`src/rtl/spi_buffered_ctrl.sv`:
```
`timescale 1ns/1ps
module spi_buffered_ctrl #(
  parameter int DW = 8,
  parameter int RATE_W = 3
) (
  input  logic          clk,
  input  logic          rst_n,
  input  logic [1:0]    reg_sel,
  input  logic          reg_wr,
  input  logic          reg_rd,
  input  logic [DW-1:0] reg_wdata,
  output logic [DW-1:0] reg_rdata,
  output logic          sck_o,
  output logic          sck_oe,
  input  logic          sck_i,
  output logic          mosi_o,
  output logic          mosi_oe,
  input  logic          mosi_i,
  input  logic          miso_i,
  output logic          miso_o,
  output logic          miso_oe,
  output logic          ss_o,
  output logic          ss_oe,
  input  logic          ss_i,
  output logic          irq
);
  localparam int EDGES = 2 * DW;
  localparam int CW    = $clog2(EDGES + 1);
  localparam int DIV_W = 1 << RATE_W;

  logic [7:0]        ctrl;
  logic [RATE_W-1:0] rate;
  logic [DW-1:0]     buf_q, shreg, rx_q;
  logic              buf_full, rx_full, fault, tx_arm, rx_arm, busy, sck_ph, smp;
  logic [CW-1:0]     ecnt;
  logic [DIV_W-1:0]  div;
  logic [2:0]        sck_s, ss_s;
  logic [1:0]        mosi_s;

  wire en     = ctrl[0];
  wire mst    = ctrl[1];
  wire cpol   = ctrl[2];
  wire cpha   = ctrl[3];
  wire lsb    = ctrl[4];
  wire ss_drv = ctrl[5];
  wire rx_ie  = ctrl[6];
  wire tx_ie  = ctrl[7];

  wire m_act    = en & mst & ~fault;
  wire s_act    = en & ~mst & ~fault;
  wire ss_now   = ss_s[1];
  wire sck_edge = sck_s[2] ^ sck_s[1];
  wire at_end   = (ecnt == CW'(EDGES));
  wire tick     = busy & (div == ((DIV_W'(1) << rate) - DIV_W'(1)));

  wire ev   = m_act ? (tick & ~at_end) : (s_act & sck_edge & ~ss_now & ~at_end);
  wire done = m_act ? (tick & at_end) : (s_act & at_end);
  wire smp_edge = cpha ? ecnt[0] : ~ecnt[0];
  wire sh_edge  = ~smp_edge & ~(cpha & (ecnt == '0));
  wire in_bit   = m_act ? miso_i : mosi_s[1];

  wire wr_ctrl = reg_wr & (reg_sel == 2'd0);
  wire wr_data = reg_wr & (reg_sel == 2'd2);
  wire wr_rate = reg_wr & (reg_sel == 2'd3);
  wire rd_stat = reg_rd & (reg_sel == 2'd1);
  wire rd_data = reg_rd & (reg_sel == 2'd2);
  wire data_ok = wr_data & tx_arm;

  wire mf     = en & mst & ~ss_drv & ~ss_now;
  wire m_load = m_act & buf_full & (~busy | done);
  wire s_load = s_act & buf_full & (cpha ? (ev & (ecnt == '0)) : (ss_s[2] & ~ss_now));
  wire load   = m_load | s_load;

  function automatic logic [DW-1:0] shf(input logic [DW-1:0] v, input logic b, input logic lf);
    return lf ? {b, v[DW-1:1]} : {v[DW-2:0], b};
  endfunction

  always_ff @(posedge clk or negedge rst_n) begin
    if (!rst_n) begin
      ctrl <= '0; rate <= '0; fault <= 1'b0;
      buf_q <= '0; buf_full <= 1'b0; tx_arm <= 1'b0;
      rx_q <= '0; rx_full <= 1'b0; rx_arm <= 1'b0;
      shreg <= '0; smp <= 1'b0; busy <= 1'b0; sck_ph <= 1'b0;
      ecnt <= '0; div <= '0;
      sck_s <= '0; ss_s <= '1; mosi_s <= '0;
    end else begin
      sck_s  <= {sck_s[1:0], sck_i};
      ss_s   <= {ss_s[1:0], ss_i};
      mosi_s <= {mosi_s[0], mosi_i};

      if (wr_ctrl) begin
        ctrl  <= reg_wdata[7:0];
        fault <= 1'b0;
      end
      if (mf) begin
        ctrl[1] <= 1'b0;
        fault   <= 1'b1;
      end
      if (wr_rate) rate <= reg_wdata[RATE_W-1:0];

      if (wr_data) tx_arm <= 1'b0;
      else if (rd_stat && !buf_full) tx_arm <= 1'b1;
      if (load) buf_full <= 1'b0;
      if (data_ok) begin
        buf_q    <= reg_wdata;
        buf_full <= 1'b1;
      end

      if (done) begin
        rx_full <= 1'b1;
        rx_q    <= cpha ? shf(shreg, smp, lsb) : shreg;
      end else if (rd_data && rx_arm) rx_full <= 1'b0;
      if (rd_data || done) rx_arm <= 1'b0;
      else if (rd_stat && rx_full) rx_arm <= 1'b1;

      if (!m_act && !s_act) begin
        busy <= 1'b0; ecnt <= '0; sck_ph <= 1'b0; div <= '0;
      end else begin
        if (busy) div <= tick ? '0 : div + 1'b1;
        if (s_act && ss_now) ecnt <= '0;
        if (ev) begin
          ecnt <= ecnt + 1'b1;
          if (m_act) sck_ph <= ~sck_ph;
          if (smp_edge) smp <= in_bit;
          if (sh_edge) shreg <= shf(shreg, smp, lsb);
        end
        if (done) begin
          ecnt   <= '0;
          sck_ph <= 1'b0;
          if (m_act && !buf_full) busy <= 1'b0;
        end
        if (load) shreg <= buf_q;
        if (m_load) begin
          busy <= 1'b1;
          if (!busy) div <= '0;
        end
      end
    end
  end

  wire out_bit = lsb ? shreg[0] : shreg[DW-1];

  assign sck_o   = cpol ^ sck_ph;
  assign sck_oe  = m_act;
  assign mosi_o  = out_bit;
  assign mosi_oe = m_act;
  assign miso_o  = out_bit;
  assign miso_oe = s_act & ~ss_now;
  assign ss_o    = ~busy;
  assign ss_oe   = m_act & ss_drv;
  assign irq     = en & ((rx_ie & (rx_full | fault)) | (tx_ie & ~buf_full));

  always_comb begin
    case (reg_sel)
      2'd0:    reg_rdata = DW'(ctrl);
      2'd1:    reg_rdata = DW'({fault, rx_full, ~buf_full});
      2'd2:    reg_rdata = rx_q;
      default: reg_rdata = DW'(rate);
    endcase
  end
endmodule

```
`config.mk`:
```
export PLATFORM = sky130hd
export DESIGN_NAME = spi_buffered_ctrl
export DESIGN_NICKNAME = d
export VERILOG_FILES = /design/src/rtl/spi_buffered_ctrl.sv
export SDC_FILE = /design/constraint.sdc
export NUM_CORES = 1
export LEC_CHECK = 0
export BUFFER_PORTS_ARGS = -buffer_cell sky130_fd_sc_hd__buf_2
export CORE_ASPECT_RATIO = 1.4
export CORE_MARGIN = 2
export CORE_UTILIZATION = 50
export CTS_BUF_LIST = sky130_fd_sc_hd__clkbuf_4 sky130_fd_sc_hd__clkbuf_8 sky130_fd_sc_hd__clkbuf_16
export CTS_CLUSTER_DIAMETER = 60
export DETAILED_ROUTE_END_ITERATION = 8
export PLACE_DENSITY = 0.72
export SLEW_MARGIN = 10
export SYNTH_ARGS = -nofsm -noshare
export SYNTH_HDL_FRONTEND = slang
export SYNTH_SLANG_ARGS = --single-unit
```
`constraint.sdc`:
```
create_clock -name clk -period 2.7 [get_ports clk]
set_clock_uncertainty 0.1 [all_clocks]
set_input_delay 0.135 -clock clk [delete_from_list [all_inputs] [get_ports clk]]
set_output_delay 0.135 -clock clk [all_outputs]
set_load 0.1 [all_outputs]
```
# Yosys cells after proc, flatten, opt, wreduce, memory -nomap -nowiden
# Cells that the tools add are included.
dict set report word_totals {
  regBits 64
  input_bits 18
  out_inout_bits 17
  elab_cells 147
}
dict set report classes {
  add_sub_neg 3
  eq_ne 5
  shift 1
  muxes 41
  bitwise 50
  reduce_logical 28
}
# op n
set ops {}
lappend ops {{$mux 8} 10}
lappend ops {{$and 1x1->1} 32}
lappend ops {{$mux 1} 25}
lappend ops {{$pmux 8 s3} 1}
lappend ops {{$mux 5} 4}
lappend ops {{$reduce_bool 2->1} 7}
lappend ops {{$not 1->1} 12}
lappend ops {{$reduce_bool 3->1} 4}
lappend ops {{$add 8x1->8 const B} 1}
lappend ops {{$eq 8x8->1} 1}
lappend ops {{$shl 1x3->8 const A} 1}
lappend ops {{$sub 8x1->8 const B} 1}
lappend ops {{$logic_and 1x1->1} 6}
lappend ops {{$reduce_and 3->1} 2}
lappend ops {{$add 5x1->5 const B} 1}
lappend ops {{$eq 5x5->1 const B} 1}
lappend ops {{$logic_not 5->1} 1}
lappend ops {{$eq 2x2->1 const B} 2}
lappend ops {{$or 1x1->1} 4}
lappend ops {{$reduce_and 2->1} 2}
lappend ops {{$reduce_bool 4->1} 1}
lappend ops {{$logic_not 1->1} 3}
lappend ops {{$eq 2x1->1 const B} 1}
lappend ops {{$logic_not 2->1} 1}
lappend ops {{other kinds (3)} 4}

# Logic depth before layout (Yosys ltp)
dict set report logic_depth {
  word_depth 13
  mapped_depth 11
}

# Worst setup path before layout
# OpenSTA, ideal clock, no wires.
dict set report synth_timing {
  path_kind {register to output}
  start {register fault}
  end {output miso_oe}
  arrival_time_ns 2.873
  path_slack_ns -0.408
  path_stages_with_launch 4
  path_buffers 1
  cell_sequence {dfrtp_1 -> nand2b_1 -> clkbuf_1 -> nor3_1}
}
dict set report synth_between {
  elab_chain_len 3
}
# element line
set synth_rtl {}
lappend synth_rtl {{start, declared} 34} ;# logic buf_full, rx_full, fault, tx_arm, rx_arm, busy, sck_ph, smp;
lappend synth_rtl {{start signal, assigned} 80} ;# ctrl <= '0; rate <= '0; fault <= 1'b0;
lappend synth_rtl {{start signal, assigned} 93} ;# fault <= 1'b0;
lappend synth_rtl {{start signal, assigned} 97} ;# fault <= 1'b1;
lappend synth_rtl {{$not 1->1} 50} ;# wire s_act = en & ~mst & ~fault;
lappend synth_rtl {{$and 1x1->1} 50}
lappend synth_rtl {{$and 1x1->1} 148} ;# assign miso_oe = s_act & ~ss_now;
lappend synth_rtl {{end, declared} 21} ;# output logic miso_oe,
# No other way between the ends.

# Worst setup path in the final report
dict set report layout_timing {
  start {register rate[0]}
  end {register rx_q[2]}
}
dict set report layout_between {
  elab_chain_len 6
}
# element line
set layout_rtl {}
lappend layout_rtl {{start, declared} 32} ;# logic [RATE_W-1:0] rate;
lappend layout_rtl {{start signal, assigned} 99} ;# if (wr_rate) rate <= reg_wdata[RATE_W-1:0];
lappend layout_rtl {{$shl 1x3->8} 54} ;# wire tick = busy & (div == ((DIV_W'(1) << rate) - DIV_W'(1)));
lappend layout_rtl {{$sub 8x1->8} 54}
lappend layout_rtl {{$eq 8x8->1} 54}
lappend layout_rtl {{$and 1x1->1} 54}
lappend layout_rtl {{$and 1x1->1} 57} ;# wire done = m_act ? (tick & at_end) : (s_act & at_end);
lappend layout_rtl {{$mux 1} 57}
lappend layout_rtl {{end signal, assigned} 111} ;# rx_q <= cpha ? shf(shreg, smp, lsb) : shreg;
lappend layout_rtl {{end, declared} 33} ;# logic [DW-1:0] buf_q, shreg, rx_q;
# No other way between the ends.
# A chain may end at the register's enable or synchronous reset.

==> flow_summary.json <==
{
  "status": "finished, final reports clean",
  "cp_cell_sequence": "or3_4 > ha_4 > nor4b_4 > o31a_1 > o211ai_4 > o21ai_4 > nand3_4 > mux2_4",
  "netlist_area_sq_um": 3556,
  "first_global_vias": 2653,
  "routed_wl_mm": 7.886,
  "cts_setup_buffers": 0,
  "area_delta_synth_final_pct": 19.21,
  "synthFlopType": "dfrtp_1",
  "leakage_nw": 1.893,
  "coreArea_sq_um": 6937,
  "synth_enable_flop_cells": 0,
  "path_buf_inv": 0,
  "vias_per_cell": 5.547,
  "crit_path_end_kind": "flop",
  "tns_ps": 0,
  "synth_cell_type_count": 63,
  "worst_ep_required_time_ps": 2830,
  "diodes": 0,
  "period_minus_slack_ps": 2676,
  "total_power_w": 0.003566,
  "fillers": 613,
  "antenna_left": 0,
  "synthCells": 324,
  "drtIter0Drc": 146,
  "rsz0062_at_grt": "yes",
  "sw_frac_of_total": 0.4411,
  "dieArea_sq_um": 7812,
  "cp_data_arrival_time_ps": 2800,
  "start_util": 0.5126,
  "crit_path_top_delay_cell": "or3_4",
  "ys_seq_area_frac": 0.4514,
  "start_kind": "flop",
  "stdcell_count": 477,
  "ys_ff_latch": 64,
  "hold_path_class": "input pin to flop",
  "cts_root_buf": "clkbuf_8",
  "ios": 35,
  "period_share": 0.9913,
  "tightest_slew_ps": 701.8,
  "p_per_area_nw_per_um2": 841.2,
  "synth_nets": 346,
  "p_switching_w": 0.001573,
  "cts_max_level": 3,
  "cts_tree": "done",
  "die_w_um": 75.28,
  "yosysWarnings": 0,
  "cap_violations": 0,
  "drive_above_1_share": 0.3194,
  "power.internal_w": 0.001993,
  "place.gp.congestion": 0.8194,
  "seqPwrFrac": 0.377,
  "portBuffers": 34,
  "placed_area_sq_um": 3928,
  "finalSetupViolations": 0,
  "synthArstFlopShare": 1.000,
  "grtUsageTotal": 0.2174,
  "peakVddDrop_uv": 594.6,
  "cts_made_buffers": 9,
  "avgSynthCellArea_sq_um": 10.98,
  "fmax_mhz": 373.6,
  "dp_hpwl_mm": 5.706,
  "cts_buffer_depth": 2,
  "worstSetupPathType": "flop to flop",
  "first_pass_iters": 5,
  "reg2reg_setup_slack_ps": 20,
  "cp_max_fo": 9,
  "max-slew-margin-rel": 0.5322,
  "multiInputGateArea_sq_um": 1914,
  "num_vias": 2646,
  "seqCellArea_sq_um": 1607,
  "cts.sink_count": 64,
  "remaining_drc_errors": 0,
  "antenna_found_initial": 0,
  "die_y_um": 103.8,
  "fin_area_sq_um": 4239,
  "wl_per_cell_um": 16.53,
  "nets": 399,
  "grt-ovfl-total": 0,
  "grt_pass1_wl_mm": 12.97,
  "clk_pin_slew_ps": 80,
  "grt_max_degree": 38,
  "combPwrFrac": 0.419,
  "row_count": 36,
  "hold_violations": 0,
  "max_stage_delay_ps": 400,
  "crit_family": "simple AND/OR/NAND/NOR gates",
  "clock_latency_ps": 340,
  "report.final.slew_viol_count": 0,
  "place_inst": 449,
  "power_frac_clock": 0.204,
  "hold_ws_ps": 33.38
}
## state kept, by name (all words and copies together) (netlist names), 2 cells and up
signal and flops:
buf_q 8, ctrl 8, div 8, ecnt 5, mosi_s 2, rate 3
rx_q 8, sck_s 3, shreg 8, ss_s 3
## layout by cell type (no fill, tap or decap), drive strengths merged, types with 3 or more instances in the layout
cell type     n
clkbuf       11
nor3          5
a21o          3
inv           6
o21ai         9
dfstp         3
a31oi         4
and3          4
nand4         3
mux2         28
mux2i        15
clkinv        3
a22o          4
nand2b        6
xnor2         5
nor4          4
dfrtp        61
ha            4
a21oi        25
dlygate4sd3  12
buf          47
nand3         8
mux4          3
o2bb2ai       8
o22ai        10
nor2         28
nand2        24
xor2          9
## per-layer routing
metal  GRT usage  share of wire
met1      0.2815           0.45
met4     0.07143          0.016
met5           0              0
met2      0.3553           0.51
met3     0.04767          0.029
## path summary, 6_finish.rpt
| path | startpoint | to | cells after the start |
|---|---|---|---|
| setup / recovery | rate[0] | rx_q[2] | 8 |
| hold / removal | reg_rd | tx_arm | 3 |
| setup reg to reg | rate[0] | rx_q[2] | 8 |
| hold reg to reg | ss_s[0] | ss_s[1] | 0 |
| max in group asynchronous | rst_n | ss_s[1] | 3 |
| min in group asynchronous | rst_n | rate[0] | 2 |
## Yosys cell counts, drive strengths merged (3+ instances only)
master | count | area (sq um)
and3 | 4 | 25.02
nor2 | 28 | 115.1
mux2i | 15 | 150.1
o22ai | 10 | 68.81
inv | 6 | 22.52
nor3 | 5 | 30.03
a31oi | 4 | 25.02
a21o | 3 | 22.52
o21ai | 9 | 60.06
nand4 | 3 | 18.77
nor4 | 4 | 31.28
clkbuf | 6 | 22.52
nand2b | 6 | 37.54
o2bb2ai | 8 | 70.07
mux2 | 28 | 345.3
dfrtp | 61 | 1526
dfstp | 3 | 78.83
xnor2 | 5 | 43.79
a21oi | 25 | 147.6
xor2 | 9 | 78.83
a22o | 4 | 35.03
buf | 11 | 83.83
mux4 | 3 | 71.32
nand3 | 8 | 52.55
ha | 4 | 50.05
nand2 | 24 | 90.09
## worst register-to-register path, delay by kind of cell (launching register included)
kind / cells / cell delay (ps)
simple gates: 3 / 890
compound gates: 3 / 630
flops: 1 / 390
mux: 1 / 350
fa+ha+maj: 1 / 190
## cell type report
type / instances / area share
Inverter: 6 / 0.005313
Clock inverter: 5 / 0.007969
Multi-Input combinational cell: 237 / 0.4516
Tap cell: 95 / 0.02804
Clock buffer: 11 / 0.03276
Timing Repair Buffer: 59 / 0.09534
Sequential cell: 64 / 0.3790
## cells by family (layout without fill, tap and decap cells)
logic type                 Yosys count  in the layout  synth area share
DFF                                 64             64            0.4514
xor gates and xnor gates            14             14           0.03448
AOI/OAI and AO/OA                   77             77            0.1580
muxes                               46             46            0.1594
adders and majority gates            4              4           0.01408
and+or+nand+nor                     96             96            0.1464
buffers and inverters               23             81           0.03624
## metrics by stage
| step | setup WS (ps) | util |
|---|---|---|
| 2_1_floorplan | -0.7712 | - |
| 3_3_place_gp | 77.12 | 0.5662 |
| 3_5_place_dp | 12.76 | 0.5662 |
| 4_1_cts | 7.256 | 0.6086 |
| 5_1_grt | -96.00 | 0.6111 |
| 6_report | 23.56 | 0.6111 |
## power by group through the flow
stage,registers [W],logic (W),clock network [W]
2_1_floorplan,0.00128,0.00124,0
6_report,0.00134,0.00150,0.000727
3_3_place_gp,0.00135,0.00145,0
4_1_cts,0.00134,0.00149,0.000741
3_5_place_dp,0.00136,0.00147,0
5_1_grt,0.00137,0.00161,0.000778
## timing repair
| item | CTS | global route |
|---|---|---|
| pin swaps | 0 | 5 |
| endpoints found under the hold margin | 48 | 0 |
| endpoints found under the setup margin | 1 | 22 |
| gates resized for setup | 1 | 4 |
| hold buffers | 12 | 0 |
Note: power is estimated with default switching activity, not from simulation.
